`config.mk`:
```
export PLATFORM = sky130hd
export DESIGN_NAME = rst_seq_mgr
export DESIGN_NICKNAME = d
export VERILOG_FILES = /design/src/rtl/rsm_pkg.sv /design/src/rtl/rsm_sync.sv /design/src/rtl/rsm_pin_qual.sv /design/src/rtl/rsm_glitch_filt.sv /design/src/rtl/rsm_seq_fsm.sv /design/src/rtl/rst_seq_mgr.sv
export SDC_FILE = /design/constraint.sdc
export NUM_CORES = 1
export LEC_CHECK = 0
export BUFFER_PORTS_ARGS = -buffer_cell sky130_fd_sc_hd__clkbuf_2
export CORE_AREA = 2 2 59 61
export CTS_CLUSTER_DIAMETER = 80
export DETAILED_ROUTE_END_ITERATION = 12
export DIE_AREA = 0 0 61 63
export GPL_TIMING_DRIVEN = 0
export PLACE_DENSITY = 0.72
export SYNTH_ARGS = -nofsm -noshare
export SYNTH_HDL_FRONTEND = slang
export SYNTH_SLANG_ARGS = --single-unit
```
`constraint.sdc`:
```
create_clock -name clk -period 1 [get_ports clk]
set_clock_uncertainty 0.15 [all_clocks]
set_input_delay 0.05 -clock clk [delete_from_list [all_inputs] [get_ports clk]]
set_output_delay 0.05 -clock clk [all_outputs]
set_load 0.02 [all_outputs]
```
`src/rtl/rsm_pkg.sv`:
```
package rsm_pkg;

  typedef enum logic [2:0] {
    ST_RUN,
    ST_DRIVE,
    ST_WAIT_HI,
    ST_DELAY,
    ST_FETCH
  } rsm_state_e;

  localparam int CAUSE_W = 3;

  // Priority: watchdog, then pin, then supply. One-hot result.
  function automatic logic [CAUSE_W-1:0] pick_src(input logic wdg, input logic ext,
                                                  input logic lvd);
    if (wdg)      return 3'b100;
    else if (ext) return 3'b010;
    else if (lvd) return 3'b001;
    else          return 3'b000;
  endfunction

  // Bits needed to hold values 0..n.
  function automatic int cnt_bits(input int n);
    return (n < 2) ? 1 : $clog2(n + 1);
  endfunction

  function automatic int max2(input int a, input int b);
    return (a > b) ? a : b;
  endfunction

endpackage

```
`src/rtl/rsm_sync.sv`:
```
module rsm_sync #(
  parameter logic RST_VAL = 1'b0
) (
  input  logic clk,
  input  logic rst_n,
  input  logic d,
  output logic q
);
  logic s1;

  always_ff @(posedge clk or negedge rst_n) begin
    if (!rst_n) begin
      s1 <= RST_VAL;
      q  <= RST_VAL;
    end else begin
      s1 <= d;
      q  <= s1;
    end
  end
endmodule

```
`src/rtl/rsm_pin_qual.sv`:
```
module rsm_pin_qual
  import rsm_pkg::*;
#(
  parameter int IN_MIN = 16
) (
  input  logic clk,
  input  logic rst_n,
  input  logic pin_s,
  input  logic mask,
  output logic ext_hit
);
  localparam int CW = cnt_bits(IN_MIN);
  localparam logic [CW-1:0] LAST = CW'(IN_MIN - 1);
  localparam logic [CW-1:0] SAT  = CW'(IN_MIN);

  logic [CW-1:0] low_cnt;

  always_ff @(posedge clk or negedge rst_n) begin
    if (!rst_n)               low_cnt <= '0;
    else if (mask || pin_s)   low_cnt <= '0;
    else if (low_cnt != SAT)  low_cnt <= low_cnt + 1'b1;
  end

  // The IN_MIN-th consecutive low sample qualifies the pulse.
  assign ext_hit = !mask && !pin_s && (low_cnt >= LAST);
endmodule

```
`src/rtl/rsm_glitch_filt.sv`:
```
module rsm_glitch_filt
  import rsm_pkg::*;
#(
  parameter int FILT = 16
) (
  input  logic clk,
  input  logic rst_n,
  input  logic d,
  output logic q
);
  localparam int CW = cnt_bits(FILT);
  localparam logic [CW-1:0] LAST = CW'(FILT - 1);

  logic [CW-1:0] diff_cnt;

  always_ff @(posedge clk or negedge rst_n) begin
    if (!rst_n) begin
      q        <= 1'b0;
      diff_cnt <= '0;
    end else if (d == q) begin
      diff_cnt <= '0;
    end else if (diff_cnt == LAST) begin
      q        <= d;
      diff_cnt <= '0;
    end else begin
      diff_cnt <= diff_cnt + 1'b1;
    end
  end
endmodule

```
`src/rtl/rsm_seq_fsm.sv`:
```
module rsm_seq_fsm
  import rsm_pkg::*;
#(
  parameter int OUT_MIN   = 32,
  parameter int DELAY_CYC = 4096
) (
  input  logic               clk,
  input  logic               rst_n,
  input  logic               wdg_uflow,
  input  logic               ext_hit,
  input  logic               lvd_f,
  input  logic               pin_s,
  input  logic               cause_clr,
  output logic               pin_drive_low,
  output logic               rst_req,
  output logic               vec_fetch,
  output logic               seq_busy,
  output logic [CAUSE_W-1:0] src_hit,
  output logic [CAUSE_W-1:0] cause
);
  localparam int CW = cnt_bits(max2(OUT_MIN, DELAY_CYC));
  localparam logic [CW-1:0] DRV_LAST = CW'(OUT_MIN - 1);
  localparam logic [CW-1:0] DLY_LAST = CW'(DELAY_CYC - 1);

  rsm_state_e    st;
  logic [CW-1:0] cnt;

  assign src_hit       = (st == ST_RUN) ? pick_src(wdg_uflow, ext_hit, lvd_f) : '0;
  assign pin_drive_low = (st == ST_DRIVE);
  assign vec_fetch     = (st == ST_FETCH);
  assign seq_busy      = (st != ST_RUN);
  assign rst_req       = seq_busy;

  always_ff @(posedge clk or negedge rst_n) begin
    if (!rst_n) begin
      st  <= ST_DRIVE;
      cnt <= '0;
    end else begin
      unique case (st)
        ST_RUN: begin
          if (|src_hit) begin
            st  <= ST_DRIVE;
            cnt <= '0;
          end
        end
        ST_DRIVE: begin
          if (cnt == DRV_LAST) begin
            if (!lvd_f) st <= ST_WAIT_HI;
          end else begin
            cnt <= cnt + 1'b1;
          end
        end
        ST_WAIT_HI: begin
          cnt <= '0;
          if (lvd_f)      st <= ST_DRIVE;
          else if (pin_s) st <= ST_DELAY;
        end
        ST_DELAY: begin
          if (lvd_f) begin
            st  <= ST_DRIVE;
            cnt <= '0;
          end else if (cnt == DLY_LAST) begin
            st <= ST_FETCH;
          end else begin
            cnt <= cnt + 1'b1;
          end
        end
        ST_FETCH: begin
          cnt <= '0;
          st  <= lvd_f ? ST_DRIVE : ST_RUN;
        end
        default: begin
          st  <= ST_DRIVE;
          cnt <= '0;
        end
      endcase
    end
  end

  always_ff @(posedge clk or negedge rst_n) begin
    if (!rst_n) cause <= 3'b001;
    else        cause <= (cause_clr ? '0 : cause) | src_hit;
  end
endmodule

```
`src/rtl/rst_seq_mgr.sv`:
```
module rst_seq_mgr
  import rsm_pkg::*;
#(
  parameter int IN_MIN    = 16,
  parameter int OUT_MIN   = 32,
  parameter int LVD_FILT  = 16,
  parameter int DELAY_CYC = 4096
) (
  input  logic               clk,
  input  logic               por_n,
  input  logic               pin_in,
  input  logic               lvd_low,
  input  logic               wdg_uflow,
  input  logic               cause_clr,
  output logic               pin_drive_low,
  output logic               core_rst,
  output logic               vec_fetch,
  output logic [CAUSE_W-1:0] reset_cause
);
  logic               pin_s;
  logic               lvd_s;
  logic               lvd_f;
  logic               ext_hit;
  logic               seq_busy;
  logic               rst_req;
  logic [CAUSE_W-1:0] src_hit;
  logic               rel_n;
  logic [1:0]         rel_sync;

  rsm_sync #(.RST_VAL(1'b1)) u_pin_sync (
    .clk(clk), .rst_n(por_n), .d(pin_in), .q(pin_s)
  );

  rsm_sync #(.RST_VAL(1'b0)) u_lvd_sync (
    .clk(clk), .rst_n(por_n), .d(lvd_low), .q(lvd_s)
  );

  rsm_glitch_filt #(.FILT(LVD_FILT)) u_lvd_filt (
    .clk(clk), .rst_n(por_n), .d(lvd_s), .q(lvd_f)
  );

  rsm_pin_qual #(.IN_MIN(IN_MIN)) u_pin_qual (
    .clk(clk), .rst_n(por_n), .pin_s(pin_s), .mask(seq_busy), .ext_hit(ext_hit)
  );

  rsm_seq_fsm #(.OUT_MIN(OUT_MIN), .DELAY_CYC(DELAY_CYC)) u_fsm (
    .clk(clk), .rst_n(por_n), .wdg_uflow(wdg_uflow), .ext_hit(ext_hit),
    .lvd_f(lvd_f), .pin_s(pin_s), .cause_clr(cause_clr),
    .pin_drive_low(pin_drive_low), .rst_req(rst_req), .vec_fetch(vec_fetch),
    .seq_busy(seq_busy), .src_hit(src_hit), .cause(reset_cause)
  );

  // Core reset: asserted at once, released through two flops.
  assign rel_n = por_n & ~rst_req;

  always_ff @(posedge clk or negedge rel_n) begin
    if (!rel_n) rel_sync <= 2'b00;
    else        rel_sync <= {rel_sync[0], 1'b1};
  end

  assign core_rst = ~rel_sync[1];
endmodule

```
==> results of run 1 <==
-- flip-flops by register name, indices dropped and copies added (netlist names) --
signal / flops
u_lvd_filt.q: 1
u_pin_sync.s1: 1
u_lvd_sync.q: 1
u_fsm.st: 3
u_fsm.cause: 3
u_lvd_sync.s1: 1
u_lvd_filt.diff_cnt: 5
rel_sync: 2
u_pin_qual.low_cnt: 5
u_fsm.cnt: 13
u_pin_sync.q: 1
-- metrics by stage --
step           instance area, um^2  std cells
3_5_place_dp                  2050        237
4_1_cts                       2340        261
5_1_grt                       2560        271
6_report                      2560        271
2_1_floorplan                 1930        180
3_3_place_gp                  2050        237
-- what timing repair did --
item,4_1_cts,5_1_grt
pin swaps,9,14
gates resized for setup,26,35
setup endpoints to repair,36,38
hold endpoints to repair,35,30
setup buffers,12,13
-- metal layers --
metal | vias to the layer above | wire length [um] | GRT usage
met5 | - | 0 | 0
met2 | 57 | 2610 | 0.391
li1 | 732 | - | -
met4 | 0 | 157 | 0.0924
met3 | 20 | 202 | 0.0559
met1 | 813 | 2100 | 0.304
-- worst max path at each step --
stage                                      start                         to  slack [ns]  cells past startpoint
3_5_place_dp   u_pin_qual.low_cnt[1]$_DFFE_PN0P_  u_fsm.cnt[10]$_DFFE_PN0P_       -1.55                     10
6_report       u_pin_qual.low_cnt[1]$_DFFE_PN0P_  u_fsm.cnt[10]$_DFFE_PN0P_       -1.51                     10
4_1_cts        u_pin_qual.low_cnt[1]$_DFFE_PN0P_  u_fsm.cnt[10]$_DFFE_PN0P_       -1.42                     10
2_1_floorplan  u_pin_qual.low_cnt[1]$_DFFE_PN0P_   u_fsm.cnt[8]$_DFFE_PN0P_       -1.37                     10
5_1_grt        u_pin_qual.low_cnt[1]$_DFFE_PN0P_   u_fsm.cnt[8]$_DFFE_PN0P_       -1.59                      9
3_3_place_gp   u_pin_qual.low_cnt[1]$_DFFE_PN0P_   u_fsm.cnt[7]$_DFFE_PN0P_       -1.48                     10
-- cells by family after synthesis --
kind of cell / count (synthesis) / share of synthesized area
and+or+nand+nor: 71 / 0.214
AOI/OAI and AO/OA: 42 / 0.173
DFF: 36 / 0.494
buffers and inverters: 16 / 0.0389
xor gates and xnor gates: 7 / 0.0334
adders and majority gates: 5 / 0.0341
muxes: 2 / 0.0109
other: 1 / 0.00204
-- layout make-up --
cell class                 count  area share
timing repair buffer          38       0.137
sequential                    36       0.356
tap                           46      0.0225
clock buffer                   8      0.0269
inverter                      11      0.0161
multi-input combinational    128       0.427
buffer                         4      0.0147
-- layout by cell type, fill, tap and decap left out, drive strengths merged, types with 3 or more instances in the layout --
| master | count |
|---|---|
| a21oi | 5 |
| a31oi | 3 |
| and2 | 6 |
| and3 | 3 |
| buf | 31 |
| clkbuf | 15 |
| dfrtp | 32 |
| dfstp | 4 |
| dlygate4sd3 | 4 |
| ha | 5 |
| inv | 11 |
| nand2 | 13 |
| nand2b | 3 |
| nand3 | 4 |
| nand4 | 6 |
| nor2 | 16 |
| nor3b | 3 |
| nor4 | 4 |
| o21ai | 17 |
| o31ai | 4 |
| xnor2 | 3 |
| xor2 | 4 |
-- power by group --
| part | internal [mW] | total, mW | switching (mW) |
|---|---|---|---|
| clock | 0.414 | 0.925 | 0.511 |
| combinational | 0.927 | 1.81 | 0.882 |
| sequential | 1.66 | 1.90 | 0.244 |
==> flow_summary.ini, run 1 <==
[cells_and_area]
synthToLayoutAreaGrowth_pct = 39.6
multi_input_area_mm2 = 0.00109
nNetsFinal = 235
diodes = 0
drive_gt1_frac = 0.387
fin_util = 0.792
n_fill_cell = 199
regArea_um2 = 911

[die]
dieArea_mm2 = 0.00384
fp.dieW_um = 61
rows = 21
ioPinCount = 12
start_util = 0.568
core_mm2 = 0.00323
die_y_um = 63

[cts]
holdBufCountCts = 4
clk_latency_ns = 0.35
htree_levels = 2
cts-root-buf = clkbuf_4
cts_sinks = 36
clock_tree.buffer_depth = 2
cts_buffers = 5
clkTransAtPathRegs_ns = 0.13
cts_tree = done

[job]
cap_viol_max_count = 0

[sta]
fin_ws_ns = -1.51
layout_min_cycle_time_ns = 2.51
slew_headroom = 0.382
setup_viol = 38
slew_violations = 0
fmaxAchievable_mhz = 398
hold_violations = 30
hold_ws_ns = -0.363
worstMarginPinSlew_ns = 0.915
period_share = 2.51
finalSetupTns_ns = -30.80
rsz0062_at_grt = yes

[synthesis]
syn_nets = 191
ys_types = 46
yosysTopAreaCellShare = 0.437
synth_edf_count = 0
yosysSeqAreaShare = 0.494
synth_top_cell_by_area = dfrtp_1
ys_seq_elements = 36
synthArstFlopShare = 1.00
ys_top_cells_by_area = dfrtp_1 (44%), dfstp_2 (5.7%), o21ai_0 (4.6%), ha_1 (3.4%), nor2_1 (3.3%)
postSynthCellCount = 180
syn_area_mm2 = 0.00183
synthTopCellsByCount = dfrtp_1 (32), o21ai_0 (17), nor2_1 (16)
ys.flop_type = dfrtp_1
avgSynthCellArea_um2 = 10.2
synth_warnings = 0
yosysMostFrequentCell = dfrtp_1

[global_route]
grt_max_degree = 36
grt_pass1_wl_um = 6890
gr-usage-all-layers = 0.241
grt_pass1_vias = 1513
antenna_found_initial = 0
overflow = 0

[drt]
drt_iter0_drc = 117
drc = 0
vias = 1622
final_antenna_net_count = 0
routed_wl_um = 5060
dr.pass1.iters = 4
via_per_inst = 5.99
wire_per_inst_um = 18.7

[critical_path]
slowest_delay_ns = 0.41
r2r-start = u_pin_qual.low_cnt[1]$_DFFE_PN0P_
crit_required_ns = 1.11
critical_path.top_delay_family = simple AND/OR/NAND/NOR gates
cp-end-kind = register
crit_arrival_ns = 2.62
critPathMaxFanout = 5
critPathSlowestCell = dfrtp_1
setup.reg_to_reg.worst_slack_ns = -1.51
criticalPathCategory = reg -> reg
worst_setup_path_start_kind = register
reg2reg_to = u_fsm.cnt[10]$_DFFE_PN0P_
worst-path-buf-inv = 2
crit_top_cell = ha_4
cp_cell_sequence = ha_4 > and3_4 > ha_4 > o21bai_4 > o2111a_1 > or3b_4 > or2_1 > buf_6 > buf_4 > o41ai_4
r2r_cells = 10

[pwr]
ir_drop_mv = 1.35
total_power_mw = 4.63
p_per_area_mw_per_mm2 = 1810
p_leak_nw = 1.10

[placed_design]
gp_congestion = 0.850
numPortBuffers = 11
place_ws_ns = -1.55
place_hpwl_um = 2470

[outcome]
outcome = finished with violations
violations = negative hold slack, negative setup slack

[hold_path]
hold_class = in -> async
No activity file was read; power rests on OpenSTA's default activity.
==> run 2, diff against run 1 <==
--- a/config.mk
+++ b/config.mk
@@ -6,12 +6,12 @@
 export NUM_CORES = 1
 export LEC_CHECK = 0
 export BUFFER_PORTS_ARGS = -buffer_cell sky130_fd_sc_hd__clkbuf_2
-export CORE_AREA = 2 2 59 61
+export CORE_AREA = 2 2 57 59
 export CTS_CLUSTER_DIAMETER = 80
 export DETAILED_ROUTE_END_ITERATION = 12
-export DIE_AREA = 0 0 61 63
+export DIE_AREA = 0 0 59 61
 export GPL_TIMING_DRIVEN = 0
-export PLACE_DENSITY = 0.72
+export PLACE_DENSITY = 0.77
 export SYNTH_ARGS = -nofsm -noshare
 export SYNTH_HDL_FRONTEND = slang
 export SYNTH_SLANG_ARGS = --single-unit
==> constraint.sdc (replaced) <==
create_clock -name clk -period 2.9 [get_ports clk]
set_clock_uncertainty 0.15 [all_clocks]
set_input_delay 0.145 -clock clk [delete_from_list [all_inputs] [get_ports clk]]
set_output_delay 0.145 -clock clk [all_outputs]
set_load 0.02 [all_outputs]
==> run 2 against run 1 <==
  * The run now ends clean
  * Sequential cell count unchanged
  * Fmax decreased by 4.5%
  * Critical path depth unchanged
  * Combinational power decreased by 80%
  * Sequential share of layout area increased by 8.6 points
  * Final cell count decreased by 12%
  * Critical endpoint is now u_fsm.cnt[7]$_DFFE_PN0P_
  * Highest routed layer unchanged
==> flow_summary.ini, run 2 (synthesis results as in run 1) <==
[cts]
clock_tree.buffer_depth = 2
cts_tree = done
cts_buffers = 5
cts-root-buf = clkbuf_4
cts_sinks = 36
clk_latency_ns = 0.33
cts_setup_buffers = 0
htree_levels = 2
clkTransAtPathRegs_ns = 0.10

[critical_path]
setup.reg_to_reg.worst_slack_ns = 0.27
cp-end-kind = register
critPathCapture = u_fsm.cnt[7]$_DFFE_PN0P_
r2r-start = u_pin_qual.low_cnt[1]$_DFFE_PN0P_
crit_required_ns = 3.01
worst_setup_path_start_kind = register
crit_arrival_ns = 2.74
reg2reg_to = u_fsm.cnt[7]$_DFFE_PN0P_
r2r_cells = 10
criticalPathCategory = reg -> reg
critPathMaxFanout = 9
crit_start = u_pin_qual.low_cnt[1]$_DFFE_PN0P_

[pwr]
ir_drop_mv = 0.434
p_leak_nw = 0.930
total_power_mw = 1.27
p_per_area_mw_per_mm2 = 622

[sta]
fin_ws_ns = 0.267
rsz0062_at_grt = no
slew_violations = 0
layout_min_cycle_time_ns = 2.63
hold_violations = 0
worstMarginPinSlew_ns = 0.872
finalSetupTns_ns = 0
fmaxAchievable_mhz = 380
setup_viol = 0
hold_ws_ns = 0.214
period_share = 0.908
slew_headroom = 0.411

[placed_design]
dpl_cell_area_mm2 = 0.00193
place_ws_ns = 0.315
numPortBuffers = 11
gp_congestion = 0.885
place_hpwl_um = 2450
dp.cells = 224

[drt]
final_antenna_net_count = 0
dr.pass1.iters = 4
vias = 1437
via_per_inst = 6.04
wire_per_inst_um = 14.6
drt_iter0_drc = 52
routed_wl_um = 3480
drc = 0

[global_route]
use_met1 = 0.273
grt_max_degree = 36
grt.busiest_layer = met2
grt_pass1_vias = 1425
grt_pass1_wl_um = 6120
overflow = 0
antenna_found_initial = 0
gr-usage-all-layers = 0.230
grt.met2_usage = 0.387
grt.met3_usage = 0.0746

[die]
rows = 20
core_mm2 = 0.00295
dieArea_mm2 = 0.00360
ioPinCount = 12
start_util = 0.621
die_y_um = 61
fp.dieW_um = 59

[cells_and_area]
finalInstanceArea_mm2 = 0.00205
nNetsFinal = 215
synthToLayoutAreaGrowth_pct = 11.7
drive_gt1_frac = 0.151
layout_common_cells = dfrtp_1 (32), o21ai_0 (17), nor2_1 (16), nand2_1 (13)
largest_reg_flops = 13
final_cells = 238
reg_top3 = u_fsm.cnt (13), u_lvd_filt.diff_cnt (5), u_pin_qual.low_cnt (5)
n_fill_cell = 236
fin_util = 0.694
diodes = 0
final_common_cell = dfrtp_1
regMostFlops = u_fsm.cnt

[job]
cap_viol_max_count = 0

[hold_path]
hold_class = reg -> reg

[outcome]
outcome = completed
[run 2: cell types whose count changed in the layout (fill, tap and decap cells not counted), moves of 6 or more]
cell / change
buf_6: -9
o21ai_1: -6
buf_4: -17
o21ai_0: +10
clkbuf_2: +6
[run 2: area by class of cell]
| cell class | instances | area (um^2) | share of cell area |
|---|---|---|---|
| inverters | 11 | 41.3 | 0.0201 |
| flip-flops and latches | 36 | 906 | 0.442 |
| plain buffers | 5 | 30.0 | 0.0147 |
| repair buffers | 17 | 115 | 0.0562 |
| multi-input cells | 128 | 857 | 0.418 |
| clock buffers | 8 | 58.8 | 0.0287 |
| well taps | 33 | 41.3 | 0.0201 |
[run 2: what timing repair did]
| action | 4_1_cts | 5_1_grt |
|---|---|---|
| hold buffers | 6 | 0 |
| hold endpoints to repair | 35 | 0 |
| resized for setup | 0 | 0 |
[run 2: routing by layer]
layer	share of wire	vias to the layer above	routed length, um
met4	0.011	0	38
met3	0.044	5	153
met1	0.44	706	1530
li1	-	690	-
met5	0	-	0
met2	0.50	36	1750
[run 2: worst min-delay path by stage]
stage                     slack, ns               startpoint                        to  depth (start not counted)
final                          0.21  u_lvd_sync.s1$_DFF_PN0_    u_lvd_sync.q$_DFF_PN0_                          0
after global routing           0.22  u_pin_sync.s1$_DFF_PN1_    u_pin_sync.q$_DFF_PN1_                          0
after floorplan               -0.30                    por_n  u_fsm.cause[1]$_DFF_PN0_                          0
after global placement         0.08                   pin_in   u_pin_sync.s1$_DFF_PN1_                          1
after CTS                      0.22  u_pin_sync.s1$_DFF_PN1_    u_pin_sync.q$_DFF_PN1_                          0
after detailed placement       0.09                   pin_in   u_pin_sync.s1$_DFF_PN1_                          1
[run 2: worst max-delay path, cell delays in order (launching register included)]
cell and delay [ns]:
dfrtp_1 0.44, ha_1 0.21, and3_1 0.17, ha_1 0.17, o21bai_1 0.10, o2111a_1 0.18, or3b_1 0.37, buf_2 0.17
or2_1 0.23, buf_6 0.15, o31ai_4 0.20
[run 2: where the power goes]
group	total (mW)	switching, mW	leakage, nW	internal, mW
Combinational	0.353	0.208	0.427	0.145
Sequential	0.644	0.0730	0.470	0.571
Clock	0.277	0.158	0.0326	0.120
==> run 3, diff against run 2 <==
--- a/config.mk
+++ b/config.mk
@@ -6,12 +6,12 @@
 export NUM_CORES = 1
 export LEC_CHECK = 0
 export BUFFER_PORTS_ARGS = -buffer_cell sky130_fd_sc_hd__clkbuf_2
-export CORE_AREA = 2 2 57 59
+export CORE_AREA = 2 2 59 61
 export CTS_CLUSTER_DIAMETER = 80
 export DETAILED_ROUTE_END_ITERATION = 12
-export DIE_AREA = 0 0 59 61
+export DIE_AREA = 0 0 61 63
 export GPL_TIMING_DRIVEN = 0
-export PLACE_DENSITY = 0.77
+export PLACE_DENSITY = 0.72
 export SYNTH_ARGS = -nofsm -noshare
 export SYNTH_HDL_FRONTEND = slang
 export SYNTH_SLANG_ARGS = --single-unit
==> constraint.sdc (replaced) <==
create_clock -name clk -period 2.8 [get_ports clk]
set_clock_uncertainty 0.15 [all_clocks]
set_input_delay 0.14 -clock clk [delete_from_list [all_inputs] [get_ports clk]]
set_output_delay 0.14 -clock clk [all_outputs]
set_load 0.02 [all_outputs]
==> run 3 against run 2 <==
  * Total power rose by 2.8%
  * Fmax is 0.53% higher
  * Sequential share of layout area is 0.35 points lower
  * Critical path depth is the same
  * Combinational power grew 3%
  * Register-to-register slack lost 0.09 ns
  * Critical path type unchanged
  * Critical endpoint is now u_fsm.cnt[6]$_DFFE_PN0P_
  * Largest power group unchanged
==> flow_summary.ini, run 3 (synthesis results as in run 1) <==
[outcome]
outcome = completed

[drt]
wire_per_inst_um = 14.4
drc = 0
routed_wl_um = 3600
drt_iter0_drc = 117
via_per_inst = 5.69
final_antenna_net_count = 0
dr.pass1.iters = 4
vias = 1427

[cells_and_area]
final_common_cell = dfrtp_1
final_cells = 251
largest_reg_flops = 13
layout_common_cells = dfrtp_1 (32), o21ai_0 (17), nor2_1 (16), nand2_1 (13)
nNetsFinal = 215
diodes = 0
drive_gt1_frac = 0.151
regMostFlops = u_fsm.cnt
reg_top3 = u_fsm.cnt (13), u_lvd_filt.diff_cnt (5), u_pin_qual.low_cnt (5)
finalInstanceArea_mm2 = 0.00207
fin_util = 0.639
synthToLayoutAreaGrowth_pct = 12.6

[placed_design]
place_ws_ns = 0.203
numPortBuffers = 11
place_hpwl_um = 2550
dp.cells = 237
dpl_cell_area_mm2 = 0.00195
gp_congestion = 0.825

[pwr]
p_int_mw = 0.866
total_power_mw = 1.31
p_clk_frac = 0.218
comb_power_share = 0.277
switchingPower_mw = 0.445
p_leak_nw = 0.930
switching_share = 0.339
ir_drop_mv = 0.532
p_seq_frac = 0.505
p_per_area_mw_per_mm2 = 635

[sta]
rsz0062_at_grt = no
setup_viol = 0
slew_violations = 0
fmaxAchievable_mhz = 382
fin_ws_ns = 0.181
hold_violations = 0
period_share = 0.935
slew_headroom = 0.419
finalSetupTns_ns = 0
worstMarginPinSlew_ns = 0.859
layout_min_cycle_time_ns = 2.62
hold_ws_ns = 0.211

[cts]
clk_latency_ns = 0.34
clkTransAtPathRegs_ns = 0.11
htree_levels = 2
cts_tree = done
cts_resized = 0
cts_sinks = 36
cts_buffers = 5
clock_tree.buffer_depth = 2
cts_setup_buffers = 0
cts-root-buf = clkbuf_4

[hold_path]
whs_path_depth = 0
hold_class = reg -> reg
worstHoldStart = u_pin_sync.s1$_DFF_PN1_
hold_end = u_pin_sync.q$_DFF_PN1_

[die]
core_mm2 = 0.00323
ioPinCount = 12
start_util = 0.568
dieArea_mm2 = 0.00384
die_y_um = 63
fp.dieW_um = 61
rows = 21

[critical_path]
worst_setup_path_start_kind = register
critPathMaxFanout = 9
crit_required_ns = 2.90
r2r_cells = 10
r2r-start = u_pin_qual.low_cnt[1]$_DFFE_PN0P_
criticalPathCategory = reg -> reg
crit_arrival_ns = 2.71
reg2reg_to = u_fsm.cnt[6]$_DFFE_PN0P_
crit_start = u_pin_qual.low_cnt[1]$_DFFE_PN0P_
setup.reg_to_reg.worst_slack_ns = 0.18
cp-end-kind = register

[global_route]
grt_pass1_vias = 1458
overflow = 0
antenna_found_initial = 0
gr-usage-all-layers = 0.214
grt_max_degree = 36
grt_pass1_wl_um = 6210

[job]
cap_viol_max_count = 0
==> run 3: cell counts in the layout (fill, tap and decap cells not counted) <==
Identical to the previous run, type by type.
==> run 3: worst max-delay path by stage <==
stage | endpoint | slack, ns | cells past startpoint
after floorplan | u_fsm.cnt[8]$_DFFE_PN0P_ | 0.41 | 10
after global placement | u_fsm.cnt[7]$_DFFE_PN0P_ | 0.27 | 10
after detailed placement | u_fsm.cnt[10]$_DFFE_PN0P_ | 0.20 | 10
after CTS | u_fsm.cnt[6]$_DFFE_PN0P_ | 0.16 | 10
after global routing | u_fsm.cnt[10]$_DFFE_PN0P_ | 0.05 | 10
final | u_fsm.cnt[6]$_DFFE_PN0P_ | 0.18 | 10
==> run 3: area by class of cell <==
type / count / area [um^2]
well taps: 46 / 57.6
plain buffers: 5 / 30.0
fillers: 281 / 1170
multi-input cells: 128 / 857
flip-flops and latches: 36 / 906
inverters: 11 / 41.3
clock buffers: 8 / 58.8
repair buffers: 17 / 115
==> run 3: repair_timing <==
| item | in CTS | in global routing |
|---|---|---|
| endpoints found under the hold margin | 35 | 0 |
| setup endpoints to repair | 0 | 0 |
| hold buffers | 6 | 0 |
==> run 3: power groups by stage <==
| stage | sequential, mW | combinational, mW | clock, mW |
|---|---|---|---|
| finish | 0.663 | 0.363 | 0.286 |
| global route | 0.675 | 0.412 | 0.323 |
| CTS | 0.661 | 0.366 | 0.296 |
| detailed placement | 0.672 | 0.358 | 0 |
| global placement | 0.667 | 0.344 | 0 |
| floorplan | 0.658 | 0.269 | 0 |
==> run 3: per-layer routing <==
layer | share of wire | up-vias | GRT usage
met4 | 0.011 | 0 | 0.0734
met1 | 0.44 | 704 | 0.253
li1 | - | 692 | -
met2 | 0.51 | 27 | 0.362
met5 | 0 | - | 0
met3 | 0.034 | 4 | 0.0621
==> run 3: critical path, cell delays in order, from the launching register on <==
cell and delay, ns:
dfrtp_1 0.44, ha_1 0.21, and3_1 0.17, ha_1 0.16, o21bai_1 0.11, o2111a_1 0.17
or3b_1 0.36, buf_2 0.17, or2_1 0.23, buf_6 0.15, o31ai_2 0.19
